`src/rtl/dram_refresh_sched.sv`:
```
module dram_refresh_sched #(
  parameter int GROUPS        = 8,
  parameter int LANES         = 4,
  parameter int CLK_PER_EVENT = 312,
  parameter int T_CSR         = 1,
  parameter int T_RAS         = 4,
  parameter int T_RP          = 2
) (
  input  logic              clk,
  input  logic              rst_n,
  input  logic              host_cycle,
  output logic              ref_busy,
  output logic              addr_oe,
  output logic [GROUPS-1:0] ras_n,
  output logic [LANES-1:0]  cas_n,
  output logic              overrun
);
  localparam int TW   = (CLK_PER_EVENT > 1) ? $clog2(CLK_PER_EVENT) : 1;
  localparam int GW   = (GROUPS > 1) ? $clog2(GROUPS) : 1;
  localparam int TMX0 = (T_CSR > T_RAS) ? T_CSR : T_RAS;
  localparam int TMAX = (TMX0 > T_RP) ? TMX0 : T_RP;
  localparam int DW   = $clog2(TMAX + 1);

  typedef enum logic [1:0] {PH_IDLE, PH_CSR, PH_RAS, PH_RP} phase_t;

  phase_t        ph;
  logic [TW-1:0] tmr;
  logic [1:0]    pend;
  logic [DW-1:0] dcnt;
  logic [GW-1:0] grp;
  logic          tick, start, last;

  assign tick  = tmr == TW'(CLK_PER_EVENT - 1);
  assign start = (ph == PH_IDLE) && (pend != 2'd0) && !host_cycle;
  assign last  = dcnt == '0;

  always_ff @(posedge clk) begin
    if (!rst_n) begin
      tmr     <= '0;
      pend    <= 2'd0;
      overrun <= 1'b0;
    end else begin
      tmr <= tick ? '0 : tmr + 1'b1;
      case ({tick, start})
        2'b10:   if (pend != 2'd3) pend <= pend + 2'd1;
        2'b01:   pend <= pend - 2'd1;
        default: pend <= pend;
      endcase
      if (tick && (pend != 2'd0 || ph != PH_IDLE)) overrun <= 1'b1;
    end
  end

  always_ff @(posedge clk) begin
    if (!rst_n) begin
      ph   <= PH_IDLE;
      dcnt <= '0;
      grp  <= '0;
    end else begin
      case (ph)
        PH_IDLE: if (start) begin
          ph   <= PH_CSR;
          dcnt <= DW'(T_CSR - 1);
          grp  <= '0;
        end
        PH_CSR: if (last) begin
          ph   <= PH_RAS;
          dcnt <= DW'(T_RAS - 1);
        end else dcnt <= dcnt - 1'b1;
        PH_RAS: if (last) begin
          ph   <= PH_RP;
          dcnt <= DW'(T_RP - 1);
        end else dcnt <= dcnt - 1'b1;
        PH_RP: if (last) begin
          if (grp == GW'(GROUPS - 1)) ph <= PH_IDLE;
          else begin
            ph   <= PH_CSR;
            grp  <= grp + 1'b1;
            dcnt <= DW'(T_CSR - 1);
          end
        end else dcnt <= dcnt - 1'b1;
        default: ph <= PH_IDLE;
      endcase
    end
  end

  assign ref_busy = (ph != PH_IDLE) || ((pend != 2'd0) && !host_cycle);
  assign addr_oe  = ph == PH_IDLE;
  assign cas_n    = (ph == PH_CSR || ph == PH_RAS) ? '0 : '1;
  assign ras_n    = (ph == PH_RAS) ? ~(GROUPS'(1) << grp) : '1;
endmodule

```
`config.mk`:
```
export PLATFORM = sky130hd
export DESIGN_NAME = dram_refresh_sched
export DESIGN_NICKNAME = d
export VERILOG_FILES = /design/src/rtl/dram_refresh_sched.sv
export SDC_FILE = /design/constraint.sdc
export NUM_CORES = 1
export LEC_CHECK = 0
export BUFFER_PORTS_ARGS = -buffer_cell sky130_fd_sc_hd__buf_2
export CORE_UTILIZATION = 60
export DETAILED_ROUTE_END_ITERATION = 7
export PLACE_DENSITY = 0.81
export SLEW_MARGIN = 20
export SYNTH_ARGS = -nofsm -noshare
export SYNTH_HDL_FRONTEND = slang
export SYNTH_SLANG_ARGS = --single-unit
```
`constraint.sdc`:
```
create_clock -name clk -period 3.99 [get_ports clk]
set_input_delay 0.1995 -clock clk [delete_from_list [all_inputs] [get_ports clk]]
set_output_delay 0.1995 -clock clk [all_outputs]
set_load 0.005 [all_outputs]
```
After elaboration in Yosys (flattened, before gate mapping)
Cells that the tools add are included.
Storage, ports and cells
  bits of input ports: 3
  memories: 0
  logic and storage cells: 67
  register bits: 20
  bits in read-only memories: 0
  output and inout port bits: 15
  bits in writable memories: 0
  latch bits: 0
Operators by class
  $add $sub $neg: 5
  multiply operators: 0
  eq/ne operators: 15
  reductions and logical operators: 19
  div/mod/pow operators: 0
  mux-type cells: 19
  shift operators: 1
  bitwise operators: 2
  order comparisons: 0
Operators by type and width (number)
  $mux W3: 7
  $ne A2 B2 Y1 const B: 6
  $pmux W3 S4: 1
  $mux W2: 5
  $add A9 B1 Y9 const B: 1
  $eq A9 B9 Y1 const B: 1
  $mux W8: 1
  $not A8 Y8: 1
  $pmux W2 S4: 1
  $reduce_and A4 Y1: 2
  $reduce_bool A2 Y1: 4
  $shl A1 B3 Y8 const A: 1
  $eq A2 B2 Y1 const B: 3
  $pmux W3 S2: 1
  $eq A2 B1 Y1 const B: 2
  $logic_and A1 B1 Y1: 4
  $mux W4: 1
  $pmux W2 S2: 1
  $reduce_and A2 Y1: 2
  $add A3 B1 Y3 const B: 1
  $eq A3 B3 Y1 const B: 1
  $logic_not A3 Y1: 1
  $logic_or A1 B1 Y1: 3
  $ne A3 B3 Y1 const B: 1
  other kinds (9): 9

Longest topological paths before layout
Gate-level depths: netlist of run 1.
  depth in word-level cells: 6
  gate-level depth with buffers: 7
  depth with buffers taken out: 7

Worst setup path after synthesis of run 1
Ideal clock, no wire load.
  path kind: flip-flop to flip-flop
  from: register tmr[3]
  to: register pend[0]
  stages on the path, launching flop included: 6
  arrival time: 1.710 ns
  required time: 3.872 ns
  period minus slack after synthesis: 1.828 ns
  library setup time: 0.118 ns
  slack: 2.162 ns
  path buffers: 1
  cell sequence: dfxtp_1 or4b_4 or2_1 buf_6 mux2_4 o2111a_1
Between the ends
  word-level cells in the longest chain between the ends: 4
  elaborated cells between the ends (all ways): 7
  those cells by class: eq/ne: 4; mux: 1; reduce/logical: 2
RTL lines
  start, declared: line 27  | logic [TW-1:0] tmr;
  start signal, assigned: line 43  | tmr <= tick ? '0 : tmr + 1'b1;
  $eq A9 B9 Y1 (*): line 33  | assign tick = tmr == TW'(CLK_PER_EVENT - 1);
  $eq A2 B2 Y1 / $eq A2 B1 Y1 (equally long branches): line 44  | case ({tick, start})
  $ne A2 B2 Y1 (no source line) / $reduce_bool A2 Y1 (equally long branches)
  $reduce_and A2 Y1 (no source line)
  end signal, assigned: line 45  | 2'b10: if (pend != 2'd3) pend <= pend + 2'd1;
  end signal, assigned: line 46  | 2'b01: pend <= pend - 2'd1;
  end signal, assigned: line 47  | default: pend <= pend;
  end, declared: line 28  | logic [1:0] pend;
Every way passes the cells marked *; elsewhere a longest branch is shown, timed or not.
A chain may end at the register's enable or synchronous reset.

Final worst setup path of run 1
  from: register ph[0]
  to: register ph[0]
Between the ends
  word-level cells in the longest chain between the ends: 5
  elaborated cells between the ends (all ways): 12
  those cells by class: eq/ne: 7; mux: 1; reduce/logical: 4
RTL lines
  start, declared: line 26  | phase_t ph;
  start signal, assigned: line 55  | ph <= PH_IDLE;
  start signal, assigned: line 61  | ph <= PH_CSR;
  start signal, assigned: line 66  | ph <= PH_RAS;
  $logic_not A2 Y1: line 34, 59
  $logic_and A1 B1 Y1 (2 in series): line 34  | assign start = (ph == PH_IDLE) && (pend != 2'd0) && !host_cycle;
  $ne A2 B1 Y1 (no source line)
  $reduce_and A4 Y1 (no source line)
Several ways; a longest one is shown, not always the timed one.

==> results of run 1 <==
## routing by layer
layer  up-vias  routed length (microns)  GRT usage
met1       446                     1220      0.324
li1        510                        -          -
met3         2                       72     0.0346
met5         -                        0          0
met4         0                       19     0.0514
met2        23                      906      0.318
## cell families after synthesis
group / after synthesis
simple gates: 56
compound gates: 23
buf+inv: 20
flops: 20
fa+ha+maj: 14
xor+xnor: 7
mux: 4
## synth_stat cells, types with 2 or more instances
library cell,number
a211oi_1,2
a21boi_0,2
a21oi_1,5
and2_1,3
buf_4,3
clkbuf_1,3
dfxtp_1,20
ha_1,14
inv_1,13
mux2i_1,3
nand2_1,10
nand2b_1,4
nand3_1,9
nand3b_1,2
nand4_1,2
nor2_1,12
nor2b_1,4
nor3_1,3
o21a_1,4
o21ai_0,2
xnor2_1,4
xor2_1,3
## area by class of cell
| class | count | area share |
|---|---|---|
| clock buffers | 3 | 0.0165 |
| clock inverters | 1 | 0.0221 |
| inverters | 13 | 0.0358 |
| multi-input cells | 104 | 0.544 |
| flip-flops and latches | 20 | 0.294 |
| well taps | 27 | 0.0248 |
| repair buffers | 17 | 0.0625 |
## path summary, 6_finish.rpt
| kind | end | slack [ns] | cells past startpoint |
|---|---|---|---|
| max | ph[0] | 2.00 | 6 |
| min | overrun | 0.21 | 2 |
| max reg2reg | ph[0] | 2.00 | 6 |
| min reg2reg | tmr[0] | 0.47 | 1 |
## critical path, stage by stage, from the launching register on
cell       delay (ns)
dfxtp_1          0.38
inv_1            0.11
ha_1             0.32
nor3_1           0.36
a2bb2oi_1        0.31
o21ai_0          0.16
a221oi_1         0.26
## metrics by stage
step	std cells	setup WS (ns)
after floorplan	144	2.16
after global placement	181	2.18
after global routing	185	1.90
after CTS	185	2.05
after detailed placement	181	2.08
final	185	2.00
## state kept, by name (all words and copies together) (netlist names)
| signal | cells |
|---|---|
| ph | 2 |
| tmr | 9 |
| pend | 2 |
| dcnt | 3 |
| overrun | 1 |
| grp | 3 |
## power by group
part           leakage (nW)  internal [W]  switching, W
clock network        0.0279      0.000101     0.0000686
logic                 0.361     0.0000478     0.0000597
registers             0.162      0.000205    0.00000522
total                 0.551      0.000355      0.000133
==> metrics, run 1 <==
post-CTS setup buffer count=0; multiplexer share of the synthesized area=0.0365; total CTS buffers=3; area share of fa/ha/maj cells after synthesis=0.142; status=completed; ys flop type=dfxtp_1; hold_sp=rst_n; Post-CTS Hold Buffers=0; largest net degree at the start of global routing=13; post-DP HPWL=about 1600 microns; CTS Sinks=20; Routed wire per std cell=12.0 microns; xor and xnor area share after synthesis=0.0496; worst path arrival time=about 2.2 ns; leak pwr=0.551 nW; distinct cell type count after synthesis=39; CTS tree=yes; die span in x=~47 microns; Final Hold Violating Endpoints=0; dominant combinational cell family by area after synthesis=simple AND/OR/NAND/NOR gates; CP endpoint kind=flop; Compound-Gate Fraction of Synth Area=0.133; Global Route Usage Sum=0.216; Reg clk slew, reported paths=0.12 ns; Fmax=0.503 GHz; Worst slew margin=0.697; Mapped Avg Cell Area=8.58 sq um; starting density of the core=0.636; Finish-stage setup viols=0; Seq cells post-synth=20; nets=176; Die H=47.4 microns; fraction of layout cells with a size suffix above 1=0.158; routability congestion estimate=0.778; TritonRoute pass-1 iters=4; final worst path period share=0.498; Req. time, crit path=4.21 ns; Async SR Flop Fraction=0; register area=400 sq um; simple-gate share of the synthesized area=0.239; DRC=0; cells after synthesis=144; Core Region=1940 sq um; CTS max path bufs=2; post-CTS resize count=0; RR Startpoint=ph[0]; PnR Total Power=between 0.0004 and 0.0005 W; Min Hold Slack=0.212 ns; post-synth top area share=0.324; post-synth top area cell=dfxtp_1; Seq/Total Area, Yosys=0.324; number of diodes=0; WS Path Type=reg2reg; row cnt=16; warnings from Yosys=0; Routed Antenna Nets=0; RSZ-0062 raised after global routing=false; Placed Area=1310 sq um; crit path from=ph[0]; drt via density=about 5.3; Worst Skew=0.00247 ns; max cap viols=0; Mapped Area=1230 sq um; commonest non-fill, non-tap cell in the layout=dfxtp_1; multi-input logic area=741 sq um; gr ovfl total=0; initial antenna violation count=0; CTS H-Tree Depth=1; Max Slew Vio Count=0; port buffer count=17; peak supply drop=222 uV; Slew @ Worst Pin=~0.45 ns; first-pass GRT wire length=3460 microns; syn nets=161; most frequent cells in the layout=20 x dfxtp_1, 17 x buf_2, 14 x ha_1, 13 x inv_1, 12 x nor2_1; area delta synth->final=10.2%; Iteration-0 DRC Markers=20; Critical Path Fanout Max=8; io pins=18; vias in the first global route=810; Pwr per Cell Area=about 360 nW/um^2; Hold Crit Class=in2reg; CTS Root Cell=clkbuf_4; cell area after layout=about 1400 sq um; Post-synth EDFFs=0; Tmin final=~2.0 ns; post-layout util=0.701; Routed Wire Length=2220 microns; setup TNS=0 ns; Worst setup SP type=flop; DR vias=about 1000; full die area=about 2200 sq um; main area contributors after synthesis=dfxtp_1 32%, ha_1 14%, inv_1 4.0%; worst-skew pair later-pin latency=0.31 ns; Fill cells=approximately 160
(Power assumes the default switching activity.)
==> run 2: changes to the inputs <==
- ABC_AREA: not set -> 1
- CORE_UTILIZATION: 60 -> 56
- PLACE_DENSITY: 0.81 -> 0.76
- clock period: 3.99 -> 2 ns (I/O delays scaled with it)
==> run 2 against run 1 <==
Net effect:
- register-to-register slack lost 1.6 ns
- synthesized cell count grew 28%
- sequential power grew 130%
- core utilization shrank 4.5 points
- flip-flop and latch count is the same
- first-iteration DRC count grew 65%
- setup slack lost 1.7 ns
- die area grew 12%
- largest cell class unchanged
- non-clock buffer count is the same
- hold slack lost 0.13 ns
- design area grew 5.6%
==> metrics, run 2 <==
most frequent cells in the layout=36 x nand2_1, 34 x inv_1, 20 x dfxtp_1, 18 x nor2_1, 17 x buf_2 (was 20 x dfxtp_1, 17 x buf_2, 14 x ha_1, 13 x inv_1, 12 x nor2_1); Synth top cells by count=36 x nand2_1, 34 x inv_1, 20 x dfxtp_1 (was 20 x dfxtp_1, 14 x ha_1, 13 x inv_1); Max Slew Vio Count=0 (unchanged); peak supply drop=1130 uV (was 222 uV); CTS Root Cell=clkbuf_4 (unchanged); syn nets=201 (was 161); Hold Crit Class=in2reg (unchanged); Slew @ Worst Pin=0.302 ns (was 0.454 ns); row cnt=17 (was 16); Worst slew margin=0.799 (was 0.697); largest net degree at the start of global routing=13 (unchanged); post-CTS setup buffer count=0 (unchanged); nets=219 (was 176); Final Hold Violating Endpoints=0 (unchanged); leak pwr=0.669 nW (was 0.551 nW); RSZ-0062 raised after global routing=false (unchanged); number of diodes=0 (unchanged); Seq cells post-synth=20 (unchanged); max cap viols=0 (unchanged); most instantiated library cell after synthesis=nand2_1 (was dfxtp_1); CTS H-Tree Depth=1 (unchanged); Post-CTS Hold Buffers=0 (unchanged); total CTS buffers=3 (unchanged); CTS Sinks=20 (unchanged); routability congestion estimate=0.845 (was 0.778); Largest regs=tmr (9), dcnt (3), grp (3) (unchanged); post-layout util=0.656 (was 0.701); drt via density=5.00 (was 5.30); Routed wire per std cell=10.7 microns (was 12.0 microns); final worst path period share=0.842; full die area=2500 sq um (was 2240 sq um); Biggest register=tmr (unchanged); Finish-stage setup viols=0 (unchanged); Die H=50.0 microns (was 47.4 microns); ys flop type=dfxtp_1 (unchanged); status=completed (unchanged); starting density of the core=0.590 (was 0.636); fraction of layout cells with a size suffix above 1=0.164 (was 0.158); vias in the first global route=1049 (was 810); worst setup path endpoint=ref_busy (was ph[0]); RR Startpoint=ph[0] (unchanged); Fill cells=197 (was 162); final worst slack=0.317 ns (was 2.00 ns); Critical Path Fanout Max=9 (was 8); distinct cell type count after synthesis=24 (was 39); Min Hold Slack=0.0847 ns (was 0.212 ns); post-synth top area share=0.310 (was 0.324); Reg2Reg Depth=7 (was 6); DR vias=1144 (was 981); Critical R2R Capture=pend[1] (was ph[0]); Worst setup SP type=flop (unchanged); warnings from Yosys=0 (unchanged); area delta synth->final=11.2% (was 10.2%); die span in x=50.0 microns (was 47.4 microns); dpl ws=0.444 ns (was 2.08 ns); post-CTS resize count=0 (unchanged); initial antenna violation count=0 (unchanged); main area contributors after synthesis=dfxtp_1 31%, ha_1 14%, nand2_1 10% (was dfxtp_1 32%, ha_1 14%, inv_1 4.0%); Routed Wire Length=2450 microns (was 2220 microns); DRC=0 (unchanged); Mapped Area=1290 sq um (was 1230 sq um); flop2flop setup slack=0.45 ns (was 2.00 ns); post-DP HPWL=1930 microns (was 1640 microns); Reg clk slew, reported paths=0.12 ns (about the same); Async SR Flop Fraction=0 (unchanged); io pins=18 (unchanged); commonest non-fill, non-tap cell in the layout=nand2_1 (was dfxtp_1); first-pass GRT wire length=4280 microns (was 3460 microns); crit path from=ph[0] (unchanged); Tmin final=approximately 1.7 ns; post-synth top area cell=dfxtp_1 (unchanged); Routed Antenna Nets=0 (unchanged); gr ovfl total=0 (unchanged); Pwr per Cell Area=1070 nW/um^2 (was 359 nW/um^2); Core Region=2190 sq um (was 1940 sq um); worst path arrival time=1.58 ns (was 2.21 ns); worst-skew pair later-pin latency=0.30 ns (was 0.31 ns); cells after synthesis=184 (was 144); Iteration-0 DRC Markers=33 (was 20); CTS max path bufs=2 (unchanged); CP endpoint kind=output pin (was flop); Global Route Usage Sum=0.222 (was 0.216); CTS tree=yes (unchanged); TritonRoute pass-1 iters=5 (was 4); WS Path Type=reg2out (was reg2reg); Post-synth EDFFs=0 (unchanged); Fmax=0.594 GHz; Seq/Total Area, Yosys=0.310 (was 0.324); Worst Skew=0.00490 ns (was 0.00247 ns); Req. time, crit path=1.90 ns (was 4.21 ns); port buffer count=17 (unchanged); max reg flops=9 (unchanged); setup TNS=0 ns (unchanged); Mapped Avg Cell Area=7.02 sq um (was 8.58 sq um)
==> run 2: cell count changes in the layout (fill, tap and decap cells not counted), sizes merged, moves of 3 or more <==
cell and change:
and2 -3, nand2 +31, nand3 +9, xnor2 -3
inv +24, mux2i -3, nand2b -4, a21oi +7
o21ai +5, o21a -3, nor2 +6, nor2b -4
==> run 2: power breakdown <==
| part | leakage (nW) | total (W) | internal [W] | switching (W) |
|---|---|---|---|---|
| combinational | 0.479 | 0.000726 | 0.000270 | 0.000456 |
| sequential | 0.162 | 0.000476 | 0.000440 | 0.0000366 |
| clock | 0.0279 | 0.000335 | 0.000202 | 0.000132 |
==> run 2: area by class of cell <==
type / count / area [sq um] / area share
Timing Repair Buffer: 17 / 85.1 / 0.0592
Multi-Input combinational cell: 123 / 726 / 0.505
Clock inverter: 1 / 30.0 / 0.0209
Sequential cell: 20 / 400 / 0.279
Clock buffer: 3 / 22.5 / 0.0157
Tap cell: 28 / 35.0 / 0.0244
Inverter: 37 / 139 / 0.0966
==> run 2: how the worst min path moves through the flow <==
stage	start	end	slack (ns)	cells after the start
floorplan	rst_n	overrun	0.22	1
global placement	rst_n	grp[0]	0.41	3
detailed placement	rst_n	grp[0]	0.42	3
CTS	rst_n	grp[0]	0.08	3
global route	rst_n	grp[0]	0.07	3
finish	rst_n	grp[0]	0.08	3
==> run 2: kinds of logic (layout without fill, tap and decap cells) <==
| group | count (synthesis) | count (layout) | synth area share |
|---|---|---|---|
| xor+xnor | 2 | 2 | 0.0136 |
| simple gates | 84 | 84 | 0.311 |
| buf+inv | 41 | 58 | 0.129 |
| fa+ha+maj | 14 | 14 | 0.136 |
| flops | 20 | 20 | 0.310 |
| compound gates | 23 | 23 | 0.102 |
==> run 2: critical path, cell delays in order (launching register included) <==
cell	delay [ns]
dfxtp_1	0.36
inv_1	0.15
ha_1	0.36
nand3_4	0.13
nand2_4	0.15
buf_2	0.14
==> run 2: per-layer routing <==
metal | vias up | wire, microns | global-route usage
li1 | 611 | - | -
met1 | 499 | 1230 | 0.278
met2 | 32 | 1080 | 0.373
met3 | 2 | 105 | 0.0340
met4 | 0 | 26 | 0.0905
met5 | - | 0 | 0
==> run 2: stage by stage <==
step / std cells / power, W / cell area (sq um)
after floorplan: 184 / 0.00108 / 1290
after CTS: 229 / 0.00154 / 1440
after detailed placement: 225 / 0.00121 / 1390
after global placement: 225 / 0.00119 / 1390
after global routing: 229 / 0.00166 / 1440
final: 229 / 0.00154 / 1440
